--- config.mk ---
export PLATFORM = sky130hd
export DESIGN_NAME = irq_pend_flags
export DESIGN_NICKNAME = d
export VERILOG_FILES = /design/src/rtl/irq_flag_pkg.sv /design/src/rtl/irq_rst_sync.sv /design/src/rtl/irq_edge_detect.sv /design/src/rtl/irq_write_stage.sv /design/src/rtl/irq_flag_core.sv /design/src/rtl/irq_pend_flags.sv
export SDC_FILE = /design/constraint.sdc
export NUM_CORES = 1
export LEC_CHECK = 0
export BUFFER_PORTS_ARGS = -buffer_cell sky130_fd_sc_hd__buf_2
export CAP_MARGIN = 20
export CORE_UTILIZATION = 40
export DETAILED_ROUTE_END_ITERATION = 7
export PLACE_DENSITY = 0.8
export SLEW_MARGIN = 0
export SYNTH_ARGS = -nofsm -noshare
export SYNTH_HDL_FRONTEND = slang
export SYNTH_SLANG_ARGS = --single-unit
--- constraint.sdc ---
create_clock -name clk -period 1.9 [get_ports clk]
set_input_delay 0.095 -clock clk [delete_from_list [all_inputs] [get_ports clk]]
set_output_delay 0.095 -clock clk [all_outputs]
set_load 0.02 [all_outputs]
--- src/rtl/irq_flag_pkg.sv ---
package irq_flag_pkg;
  localparam int FLAG_W    = 16;
  localparam int LINE_LO   = 4;
  localparam int LINE_HI   = 15;
  localparam int NMI_POS   = 1;
  localparam int NUM_LINES = LINE_HI - LINE_LO + 1;
  localparam int RST_STAGES = 2;

  function automatic logic [FLAG_W-1:0] line_mask();
    logic [FLAG_W-1:0] m;
    m = '0;
    for (int b = LINE_LO; b <= LINE_HI; b++) m[b] = 1'b1;
    return m;
  endfunction

  localparam logic [FLAG_W-1:0] LINE_MASK  = line_mask();
  localparam logic [FLAG_W-1:0] VALID_MASK = LINE_MASK | (FLAG_W'(1) << NMI_POS);
endpackage

--- src/rtl/irq_rst_sync.sv ---
module irq_rst_sync #(
  parameter int STAGES = 2
) (
  input  logic clk,
  input  logic rst_ni,
  output logic rst_no
);
  logic [STAGES-1:0] sh_q;
  logic [STAGES-1:0] sh_d;

  always_comb begin
    sh_d = {sh_q[STAGES-2:0], 1'b1};
  end

  always_ff @(posedge clk or negedge rst_ni) begin
    if (!rst_ni) sh_q <= '0;
    else         sh_q <= sh_d;
  end

  assign rst_no = sh_q[STAGES-1];
endmodule

--- src/rtl/irq_edge_detect.sv ---
module irq_edge_detect #(
  parameter int W = 13
) (
  input  logic         clk,
  input  logic         rst_n,
  input  logic [W-1:0] lvl_in,
  output logic [W-1:0] rise
);
  logic [W-1:0] prev_q;
  logic         prev_en;

  always_comb begin
    prev_en = |(lvl_in ^ prev_q);
    rise    = lvl_in & ~prev_q;
  end

  always_ff @(posedge clk or negedge rst_n) begin
    if (!rst_n)       prev_q <= '0;
    else if (prev_en) prev_q <= lvl_in;
  end

  // a level that stays high yields one pulse only
  assert_single_pulse_R3: assert property (@(posedge clk) disable iff (!rst_n)
    (|rise) |=> ((rise & $past(rise)) == '0));
endmodule

--- src/rtl/irq_write_stage.sv ---
module irq_write_stage
  import irq_flag_pkg::*;
(
  input  logic              clk,
  input  logic              rst_n,
  input  logic              set_we,
  input  logic [FLAG_W-1:0] set_data,
  input  logic              clr_we,
  input  logic [FLAG_W-1:0] clr_data,
  output logic [FLAG_W-1:0] stg_set,
  output logic [FLAG_W-1:0] stg_clr
);
  logic [FLAG_W-1:0] set_d, clr_d;
  logic              stg_en;

  always_comb begin
    set_d  = set_we ? (set_data & LINE_MASK) : '0;
    clr_d  = clr_we ? (clr_data & LINE_MASK) : '0;
    stg_en = set_we | clr_we | (|stg_set) | (|stg_clr);
  end

  always_ff @(posedge clk or negedge rst_n) begin
    if (!rst_n) begin
      stg_set <= '0;
      stg_clr <= '0;
    end else if (stg_en) begin
      stg_set <= set_d;
      stg_clr <= clr_d;
    end
  end

  // a strobe-free cycle leaves nothing staged for the following edge
  assert_idle_stage_R5: assert property (@(posedge clk) disable iff (!rst_n)
    (!set_we && !clr_we) |=> (stg_set == '0 && stg_clr == '0));
endmodule

--- src/rtl/irq_flag_core.sv ---
module irq_flag_core
  import irq_flag_pkg::*;
(
  input  logic                 clk,
  input  logic                 rst_n,
  input  logic [NUM_LINES-1:0] line_rise,
  input  logic                 nmi_rise,
  input  logic [FLAG_W-1:0]    stg_set,
  input  logic [FLAG_W-1:0]    stg_clr,
  input  logic [FLAG_W-1:0]    ack,
  output logic [FLAG_W-1:0]    flags
);
  logic [FLAG_W-1:0] rise_full;
  logic [FLAG_W-1:0] ack_m;
  logic [FLAG_W-1:0] flags_nxt;
  logic              flag_en;

  always_comb begin
    rise_full                  = '0;
    rise_full[LINE_HI:LINE_LO] = line_rise;
    rise_full[NMI_POS]         = nmi_rise;
    ack_m                      = ack & VALID_MASK;
    flag_en = (|rise_full) | (|stg_set) | (|stg_clr) | (|ack_m) | (|ack);
  end

  for (genvar b = 0; b < FLAG_W; b++) begin : g_bit
    if (b >= LINE_LO && b <= LINE_HI) begin : g_line
      assign flags_nxt[b] = rise_full[b] | stg_set[b] |
                            (flags[b] & ~stg_clr[b] & ~ack_m[b]);
    end else if (b == NMI_POS) begin : g_nmi
      assign flags_nxt[b] = rise_full[b] | (flags[b] & ~ack_m[b]);
    end else begin : g_none
      assign flags_nxt[b] = 1'b0;
    end
  end

  always_ff @(posedge clk or negedge rst_n) begin
    if (!rst_n)       flags <= '0;
    else if (flag_en) flags <= flags_nxt;
  end

  // a detected edge is pending after the edge that sees it
  assert_arrival_sets_R2: assert property (@(posedge clk) disable iff (!rst_n)
    (|rise_full) |=> ((flags & $past(rise_full)) == $past(rise_full)));
  // a staged set always lands, whatever the clear says
  assert_set_wins_R6: assert property (@(posedge clk) disable iff (!rst_n)
    (|stg_set) |=> ((flags & $past(stg_set)) == $past(stg_set)));
  // a staged clear with no competing event drops the bit
  assert_clear_applies_R4: assert property (@(posedge clk) disable iff (!rst_n)
    1'b1 |=> ((flags & $past(stg_clr & ~stg_set & ~rise_full)) == '0));
  // an acknowledge with no arrival drops the bit at once
  assert_ack_clears_R8: assert property (@(posedge clk) disable iff (!rst_n)
    1'b1 |=> ((flags & $past(ack_m & ~rise_full & ~stg_set)) == '0));
  // no flag rises without an edge or a staged set behind it
  assert_no_spurious_R3: assert property (@(posedge clk) disable iff (!rst_n)
    1'b1 |=> ((flags & ~$past(flags) & ~$past(rise_full | stg_set)) == '0));
  // the non-maskable bit moves only on its own edge or acknowledge
  assert_nmi_hold_R9: assert property (@(posedge clk) disable iff (!rst_n)
    (!nmi_rise && !ack[NMI_POS]) |=> $stable(flags[NMI_POS]));
endmodule

--- src/rtl/irq_pend_flags.sv ---
module irq_pend_flags
  import irq_flag_pkg::*;
(
  input  logic                 clk,
  input  logic                 rst_n,
  input  logic [NUM_LINES-1:0] irq_in,
  input  logic                 nmi_in,
  input  logic                 set_we,
  input  logic [FLAG_W-1:0]    set_data,
  input  logic                 clr_we,
  input  logic [FLAG_W-1:0]    clr_data,
  input  logic [FLAG_W-1:0]    ack_in,
  output logic [FLAG_W-1:0]    flag_out
);
  logic                 rst_s_n;
  logic [NUM_LINES:0]   rise_all;
  logic [FLAG_W-1:0]    stg_set, stg_clr;

  irq_rst_sync #(.STAGES(RST_STAGES)) u_rst (
    .clk    (clk),
    .rst_ni (rst_n),
    .rst_no (rst_s_n)
  );

  irq_edge_detect #(.W(NUM_LINES + 1)) u_edge (
    .clk    (clk),
    .rst_n  (rst_s_n),
    .lvl_in ({nmi_in, irq_in}),
    .rise   (rise_all)
  );

  irq_write_stage u_stage (
    .clk      (clk),
    .rst_n    (rst_s_n),
    .set_we   (set_we),
    .set_data (set_data),
    .clr_we   (clr_we),
    .clr_data (clr_data),
    .stg_set  (stg_set),
    .stg_clr  (stg_clr)
  );

  irq_flag_core u_core (
    .clk       (clk),
    .rst_n     (rst_s_n),
    .line_rise (rise_all[NUM_LINES-1:0]),
    .nmi_rise  (rise_all[NUM_LINES]),
    .stg_set   (stg_set),
    .stg_clr   (stg_clr),
    .ack       (ack_in),
    .flags     (flag_out)
  );

  // unimplemented low positions stay empty
  assert_low_bits_R10: assert property (@(posedge clk) disable iff (!rst_s_n)
    (set_we || clr_we) |=> ((flag_out & ~VALID_MASK) == '0));
endmodule

## Word-level counts from Yosys, hierarchy flattened

Cells that the tools add are included.

| cells by class | value |
|---|---|
| $add $sub $neg | 0 |
| $mul | 0 |
| divide/modulo/power cells | 0 |
| order comparisons | 0 |
| equal/unequal tests | 0 |
| shift-type cells | 0 |
| multiplexer cells | 2 |
| bitwise gates (word level) | 85 |
| reductions and logical operators | 6 |

Operators by type and width:

| kind | number |
|---|---|
| $reduce_or A16 Y1 | 3 |
| $reduce_or A13 Y1 | 3 |
| $mux W16 | 2 |
| $or A1 B1 Y1 | 32 |
| $and A1 B1 Y1 | 25 |
| $not A1 Y1 | 25 |
| $and A13 B13 Y13 | 1 |
| $not A13 Y13 | 1 |
| $xor A13 B13 Y13 | 1 |

| word-level totals | value |
|---|---|
| flip-flop bits (word level) | 60 |
| bits in latches | 0 |
| bits in writable memories | 0 |
| bits in read-only memories | 0 |
| bits of input ports | 65 |
| output and inout bits | 16 |
| logic and storage cells | 98 |
| memories kept | 0 |

## Longest topological paths before layout

Gate-level depths: netlist of run 1.

| depth | value |
|---|---|
| word-level depth | 7 |
| mapped depth | 6 |
| mapped depth without buffers | 5 |

## Cells and area by module

From an unflattened synthesis of run 1, not the netlist that was laid out.

| unflattened totals | value |
|---|---|
| cells, all modules | 163 |
| area total of the unflattened synthesis | 2163.3 sq um |

Modules (own cells, without submodules):

| module | times used | cells an instance | area an instance (sq um) | sequential area each (sq um) |
|---|---|---|---|---|
| irq_write_stage | 1 | 59 | 859.6 | 600.6 |
| irq_edge_detect | 1 | 58 | 737.0 | 325.3 |
| irq_flag_core | 1 | 43 | 513.0 | 325.3 |
| irq_rst_sync | 1 | 3 | 53.8 | 50.0 |

## Worst setup path before layout of run 1

Ideal clock, no wire load.

| timing path | value |
|---|---|
| path type | register -> register |
| start point | reg u_edge.prev_q[0] |
| end point | reg u_edge.prev_q[10] |
| library setup time | 0.125 ns |
| arrival | 1.611 ns |
| data required time | 1.775 ns |
| setup slack | 0.164 ns |
| cell stages (with the launch flop) | 7 |
| buffers on the path | 1 |
| clock period less this slack | 1.736 ns |
| cell sequence | dfrtp_1 > inv_1 > ha_1 > nand4_1 > nor4_4 > buf_6 > mux2_2 |

| on the way | value |
|---|---|
| cells in the longest elaborated chain, start to end | 2 |

Ends and longest elaborated chain:

| item | line | source |
|---|---|---|
| from (decl) | irq_edge_detect.sv:9 | `logic [W-1:0] prev_q;` |
| from (signal assigned) | irq_edge_detect.sv:19 | `else if (prev_en) prev_q <= lvl_in;` |
| $xor A13 B13 Y13 | irq_edge_detect.sv:13 | `prev_en = \|(lvl_in ^ prev_q);` |
| $reduce_or A13 Y1 | irq_edge_detect.sv:13 |  |

Every way passes these cells.
A chain may end at the register's enable or synchronous reset.

## Final worst setup path of run 1

| timing path | value |
|---|---|
| start point | reg u_edge.prev_q[12] |
| end point | reg u_edge.prev_q[0] |

The elaborated chain is that of the path after synthesis.

==> impl_metrics.toml, run 1 <==
[setup_path]
data_arrival_time_of_the_critical_path_ns = 1.98
cp-end-kind = "flop"
cp_data_required_time_ns = 2.08
worstPathMaxFanout = 7
critPathLaunchType = "flop"
setup.worst_path.class = "flop to flop"

[logic_synthesis]
post_synth_most_frequent_cells = "sky130_fd_sc_hd__dfrtp_1, sky130_fd_sc_hd__and2_1, sky130_fd_sc_hd__inv_1"
ys.flop_type = "sky130_fd_sc_hd__dfrtp_1"
synthDistinctLibCells = 16
ys_async_sr_fraction_pct = 100.0
syn_area_per_cell_um2 = 13.39
syn-cell-area_um2 = 2062
synth_edf_count = 0
ys_seq_elements = 52
synthMostInstantiatedCell = "sky130_fd_sc_hd__dfrtp_1"
synth_cells = 154
yosys.area.top_type = "sky130_fd_sc_hd__dfrtp_1"
synth.top_cell.area_share_pct = 63.11
seq_total_area_yosys_pct = 63.11
synth-warning-count = 0
synth_area_leaders = "sky130_fd_sc_hd__dfrtp_1, sky130_fd_sc_hd__ha_1, sky130_fd_sc_hd__and2_1, sky130_fd_sc_hd__mux2_2, sky130_fd_sc_hd__a211o_1"

[clocking]
tritoncts = "yes"
clock_tree.root_cell = "sky130_fd_sc_hd__clkbuf_8"
cts.reportedPaths.clkPinSlew_ns = 0.09
post_cts_hold_buffer_count = 5
clock_insertion_delay_at_the_later_pin_of_the_skew_report_ns = 0.29
cts.sinks = 52
maximum_number_of_buffers_from_clock_root_to_sink = 2
cts_setup_buffers = 0
cts.htree.levels = 2
numCtsBuffers = 5
post_cts_resized = 0

[global_routing]
grt_pass1_wl_um = 5858
grt_max_degree = 30
track_usage_pct = 14.69
antenna_found_initial = 0
grt_pass1_vias = 1396
grt_overflow_total = 0

[sta]
finClkSkew_ns = 0.004749
setup-violations-final = 0
min_period_ns = 1.798
unrepaired_setup_endpoints_after_global_routing = "false"
max_clk_rate_mhz = 556.0
timing.max_slew.rel_slack_pct = 66.61
period_share_pct = 94.66
timing.setup.tns_ns = 0
worstMarginPinSlew_ns = 0.5009
finalHoldViolations = 0
report.final.slew_viol_count = 0

[final_layout]
layout.area.seq_um2 = 1303
fillerInstances = 420
synth_to_layout_area_growth_pct = 27.00
multi_input_area_um2 = 674.4
number_of_nets_in_the_finished_design = 309
antenna_cells = 0
drive_gt1_share_pct = 38.79

[floorplanning]
core_area_um2 = 4848
initial_utilization_pct = 42.53
die_height_um = 73.80
die-area_um2 = 5446
die_w_um = 73.80
number_of_top_level_design_ports = 81
core.rowCount = 25

[pwr]
power.density_cell_area_nw_per_um2 = 797.9
static-leakage-power_nw = 1.394
max-vdd-ir-drop_uv = 456.4
fin_total_pwr_mw = 2.089

[place]
portBuffers = 66
dpl.hpwl_um = 2688
place.gp.congestion = 0.6946

[job]
max_cap_violations = 0

[detailed_routing]
routedWlPerCell_um = 11.79
route.detailed.vias_per_inst = 4.505
ant_nets = 0
remaining_drc_errors = 0
finalWirelength_um = 3525
drt-initial-drc-count = 52
detailroute.via_count = 1347
drtPass1Iterations = 4

[worst_hold_path]
worst_hold_path_type = "input port to flop"

[run_status]
status = "complete, no violations"
-- area by class of cell --
type	count	area share, %
multi-input combinational	84	25.75
inverter	14	2.007
sequential	52	49.74
clock buffer	8	3.440
timing repair buffer	74	15.86
tap	67	3.201
-- through the flow --
stage	hold slack [ns]	worst slack, ns	cell area [um2]	util, %	instances
2_1_floorplan	-0.2006	0.1641	2069	-	156
3_3_place_gp	-0.1186	0.1553	2479	51.12	286
3_5_place_dp	-0.1174	0.09768	2479	51.12	286
4_1_cts	0.0003439	0.07458	2619	54.01	299
5_1_grt	0.003237	0.01234	2619	54.01	299
6_report	0.01147	0.1015	2619	54.01	299
-- power by group --
part	switching (mW)	total, mW	internal [mW]
clock	0.321	0.618	0.297
combinational	0.130	0.259	0.129
sequential	0.0372	1.21	1.18
total	0.488	2.09	1.60
-- state kept, by name, indices dropped and copies added (netlist names) --
name / flops
u_rst.sh_q: 2
u_stage.stg_set: 12
u_edge.prev_q: 13
u_core.flags: 13
u_stage.stg_clr: 12
-- cell usage in the layout, fill, tap and decap left out --
cell type                       count
sky130_fd_sc_hd__a211o_1           12
sky130_fd_sc_hd__a21o_1             1
sky130_fd_sc_hd__and2_1            24
sky130_fd_sc_hd__buf_12             1
sky130_fd_sc_hd__buf_2             66
sky130_fd_sc_hd__buf_4              2
sky130_fd_sc_hd__clkbuf_1           2
sky130_fd_sc_hd__clkbuf_8           6
sky130_fd_sc_hd__conb_1             4
sky130_fd_sc_hd__dfrtp_1           51
sky130_fd_sc_hd__dfrtp_2            1
sky130_fd_sc_hd__dlygate4sd3_1      5
sky130_fd_sc_hd__ha_1              13
sky130_fd_sc_hd__inv_1             14
sky130_fd_sc_hd__mux2_2            13
sky130_fd_sc_hd__nand2_1            1
sky130_fd_sc_hd__nand3_1            1
sky130_fd_sc_hd__nand4_1            2
sky130_fd_sc_hd__nor2_1            12
sky130_fd_sc_hd__nor4_4             1
-- worst paths after layout --
kind | start | slack [ns] | to | depth (start not counted)
setup reg to reg | u_edge.prev_q[12] | 0.10 | u_edge.prev_q[0] | 6
min in group asynchronous | rst_n | 0.12 | u_rst.sh_q[1] | 2
max in group asynchronous | u_rst.sh_q[1] | 1.14 | u_edge.prev_q[5] | 1
hold / removal | clr_data[12] | 0.01 | u_stage.stg_clr[12] | 2
hold reg to reg | u_rst.sh_q[1] | 0.23 | u_edge.prev_q[6] | 0
setup / recovery | u_edge.prev_q[12] | 0.10 | u_edge.prev_q[0] | 6
-- routing by layer --
metal	vias up	wire length [um]	GRT usage, %
met3	8	199	4.527
met5	-	0	0
met1	639	1547	15.89
li1	650	-	-
met2	50	1713	26.20
met4	0	64	6.624
-- cell families (layout without fill, tap and decap cells) --
group	Yosys count	in the layout	synth area share (%)
flops	52	52	63.11
mux	13	13	7.099
fa+ha+maj	13	13	7.889
compound gates	13	13	5.461
other cells	2	4	0.3642
simple gates	41	41	11.53
buf+inv	20	96	4.551
-- worst max-delay path: stages, from the launching register on --
cell	delay (ns)
sky130_fd_sc_hd__dfrtp_1	0.36
sky130_fd_sc_hd__inv_1	0.05
sky130_fd_sc_hd__ha_1	0.26
sky130_fd_sc_hd__nand4_1	0.19
sky130_fd_sc_hd__nor4_4	0.27
sky130_fd_sc_hd__buf_4	0.22
sky130_fd_sc_hd__mux2_2	0.35
Power figures use the tool's default switching activity.
==> inputs of run 2 (changes only) <==
--- a/config.mk
+++ b/config.mk
@@ -5,11 +5,12 @@
 export SDC_FILE = /design/constraint.sdc
 export NUM_CORES = 1
 export LEC_CHECK = 0
+export ABC_AREA = 1
 export BUFFER_PORTS_ARGS = -buffer_cell sky130_fd_sc_hd__buf_2
 export CAP_MARGIN = 20
 export CORE_UTILIZATION = 40
 export DETAILED_ROUTE_END_ITERATION = 7
-export PLACE_DENSITY = 0.8
+export PLACE_DENSITY = 0.79
 export SLEW_MARGIN = 0
 export SYNTH_ARGS = -nofsm -noshare
 export SYNTH_HDL_FRONTEND = slang
==> impl_metrics.toml, run 2 <==
[final_layout]
fillerInstances = 504
finish.cell_count_without_fillers = 386
synth_to_layout_area_growth_pct = 32.97
largestRegisters = "u_core.flags (13), u_edge.prev_q (13)"
leading_cell_type_in_the_layout_fill_and_taps_excluded = "sky130_fd_sc_hd__buf_2"
drive_gt1_share_pct = 25.95
commonest_cells_after_routing_fill_and_taps_aside = "sky130_fd_sc_hd__buf_2, sky130_fd_sc_hd__nand2_1, sky130_fd_sc_hd__dfrtp_1"
number_of_nets_in_the_finished_design = 395
multi_input_area_um2 = 674.4
layout.area.seq_um2 = 1303
antenna_cells = 0

[run_status]
status = "complete, no violations"

[logic_synthesis]
syn-cell-area_um2 = 2193
ys_seq_elements = 52
ys.flop_type = "sky130_fd_sc_hd__dfrtp_1"
yosys.area.top_type = "sky130_fd_sc_hd__dfrtp_1"
synth-warning-count = 0
synth.top_cell.area_share_pct = 59.33
seq_total_area_yosys_pct = 59.33
syn_area_per_cell_um2 = 9.880
post_synth_most_frequent_cells = "sky130_fd_sc_hd__nand2_1, sky130_fd_sc_hd__dfrtp_1, sky130_fd_sc_hd__inv_1"
ys_async_sr_fraction_pct = 100.0
synthMostInstantiatedCell = "sky130_fd_sc_hd__nand2_1"
synth_cells = 222
synth_edf_count = 0
synth_area_leaders = "sky130_fd_sc_hd__dfrtp_1, sky130_fd_sc_hd__nand2_1, sky130_fd_sc_hd__ha_1, sky130_fd_sc_hd__inv_1, sky130_fd_sc_hd__a211o_1"
synthDistinctLibCells = 18

[setup_path]
critical_path_buf_inv_count = 2
cp_data_required_time_ns = 2.14
critPathLaunchType = "input port"
critical_path.cell_chain = "dlygate4sd3_1, buf_2, ha_1, nand2_1, nor3_4, nand3_1, nand2_1"
setup.worst_path.class = "input port to flop"
cp_top_family = "simple AND/OR/NAND/NOR gates"
cpPeakStageDelay_ns = 0.54
critical_path.most_common_cell = "sky130_fd_sc_hd__nand2_1"
worstPathMaxFanout = 13
r2r_slack_ns = 0.35
crit_slowest_cell = "sky130_fd_sc_hd__dlygate4sd3_1"
cp-end-kind = "flop"
worstRegToRegCells = 6
critical_path.reg2reg.startpoint = "u_edge.prev_q[11]"
data_arrival_time_of_the_critical_path_ns = 1.82
regToRegEndpoint = "u_edge.prev_q[3]"

[place]
place.gp.congestion = 0.6885
dpl.hpwl_um = 3055
portBuffers = 66
placed_cells = 354

[global_routing]
grt_overflow_total = 0
grt_pass1_vias = 1850
antenna_found_initial = 0
grt_max_degree = 27
grt_pass1_wl_um = 7893
track_usage_pct = 17.38

[floorplanning]
number_of_top_level_design_ports = 81
core.rowCount = 26
die_height_um = 76.05
core_area_um2 = 5205
initial_utilization_pct = 42.14
die_w_um = 76.05
die-area_um2 = 5784

[clocking]
clock_insertion_delay_at_the_later_pin_of_the_skew_report_ns = 0.30
cts.sinks = 52
cts.reportedPaths.clkPinSlew_ns = 0.08
clock_tree.root_cell = "sky130_fd_sc_hd__clkbuf_8"
maximum_number_of_buffers_from_clock_root_to_sink = 2
cts.htree.levels = 2
tritoncts = "yes"
numCtsBuffers = 5
cts_setup_buffers = 0

[sta]
unrepaired_setup_endpoints_after_global_routing = "false"
finClkSkew_ns = 0.008013
period_share_pct = 83.25
min_period_ns = 1.582
worstMarginPinSlew_ns = 0.5658
finalHoldViolations = 0
timing.max_slew.rel_slack_pct = 62.28
timing.setup.tns_ns = 0
setup-violations-final = 0
report.final.slew_viol_count = 0
max_clk_rate_mhz = 632.2

[pwr]
share_comb_of_total_power_pct = 15.5
power_report.internal_total_mw = 1.579
p_seq_share_pct = 57.7
power.density_cell_area_nw_per_um2 = 721.6
p_sw_share_pct = 25.00
max-vdd-ir-drop_uv = 438.7
static-leakage-power_nw = 1.744
net-switching-power_uw = 526.2
clock_power_share_pct = 26.8

[detailed_routing]
detailroute.via_count = 1703
drt-initial-drc-count = 39
ant_nets = 0
drtPass1Iterations = 4
finalWirelength_um = 4415
remaining_drc_errors = 0
route.detailed.vias_per_inst = 4.412
routedWlPerCell_um = 11.44

[worst_hold_path]
worstHoldStart = "set_data[8]"
holdPathEnd = "u_stage.stg_set[8]"
worstHoldPathCells = 3
worst_hold_path_type = "input port to flop"

[job]
max_cap_violations = 0
## run 2: repair_timing
| item | 4_1_cts | 5_1_grt |
|---|---|---|
| resized for setup | 0 | 1 |
| hold buffers | 26 | 0 |
| endpoints found under the hold margin | 27 | 0 |
| setup endpoints to repair | 0 | 4 |
## run 2: layer usage
layer  vias to the layer above  GRT usage (%)  part of all wire (%)
li1                        853              -                     -
met1                       790          20.06                    43
met2                        52          31.45                    50
met3                         8          4.072                   5.3
met4                         0          6.154                   1.6
met5                         -              0                     0
## run 2: area by class of cell
type                    count  share of cell area, %
flip-flops and latches     52                  44.66
multi-input cells         121                  23.12
repair buffers             94                  21.19
inverters                  43                  5.534
well taps                  70                  3.003
clock buffers               6                  2.488
## run 2: worst max path at each step
stage / from / cells after the start / endpoint
finish: irq_in[8] / 7 / u_edge.prev_q[3]
global route: irq_in[8] / 10 / u_edge.prev_q[6]
CTS: irq_in[8] / 10 / u_edge.prev_q[10]
detailed placement: u_edge.prev_q[8] / 9 / u_edge.prev_q[0]
global placement: u_edge.prev_q[8] / 9 / u_edge.prev_q[11]
floorplan: u_rst.sh_q[1] / 0 / u_core.flags[10]
## run 2: logic make-up after synthesis
kind of cell	Yosys count	share of synthesized area [%]
compound gates	13	5.134
other cells	2	0.3424
buf+inv	51	10.38
flops	52	59.33
simple gates	91	17.40
fa+ha+maj	13	7.416
## run 2: tightest hold or removal path, stage by stage
cell	delay [ns]
sky130_fd_sc_hd__buf_2	0.08
sky130_fd_sc_hd__nand2_1	0.05
sky130_fd_sc_hd__inv_1	0.05
## run 2: per-stage QoR
stage	worst slack (ns)	cell area [um2]	utilization [%]	hold slack [ns]	total power, mW
after floorplan	0.3453	2201	-	-0.2006	1.399
after global placement	0.3337	2581	49.59	-0.1193	1.515
after detailed placement	0.2816	2581	49.59	-0.1180	1.527
final	0.3183	2917	56.03	0.01314	2.105
after CTS	0.2145	2914	55.99	0.004881	2.141
after global routing	0.1465	2917	56.03	0.01357	2.226
## run 2: power by group through the flow
stage | clock [mW] | combinational, mW | sequential, mW
floorplan | 0 | 0.127 | 1.27
global placement | 0 | 0.280 | 1.23
detailed placement | 0 | 0.289 | 1.24
CTS | 0.593 | 0.332 | 1.22
global route | 0.632 | 0.369 | 1.22
finish | 0.565 | 0.326 | 1.21
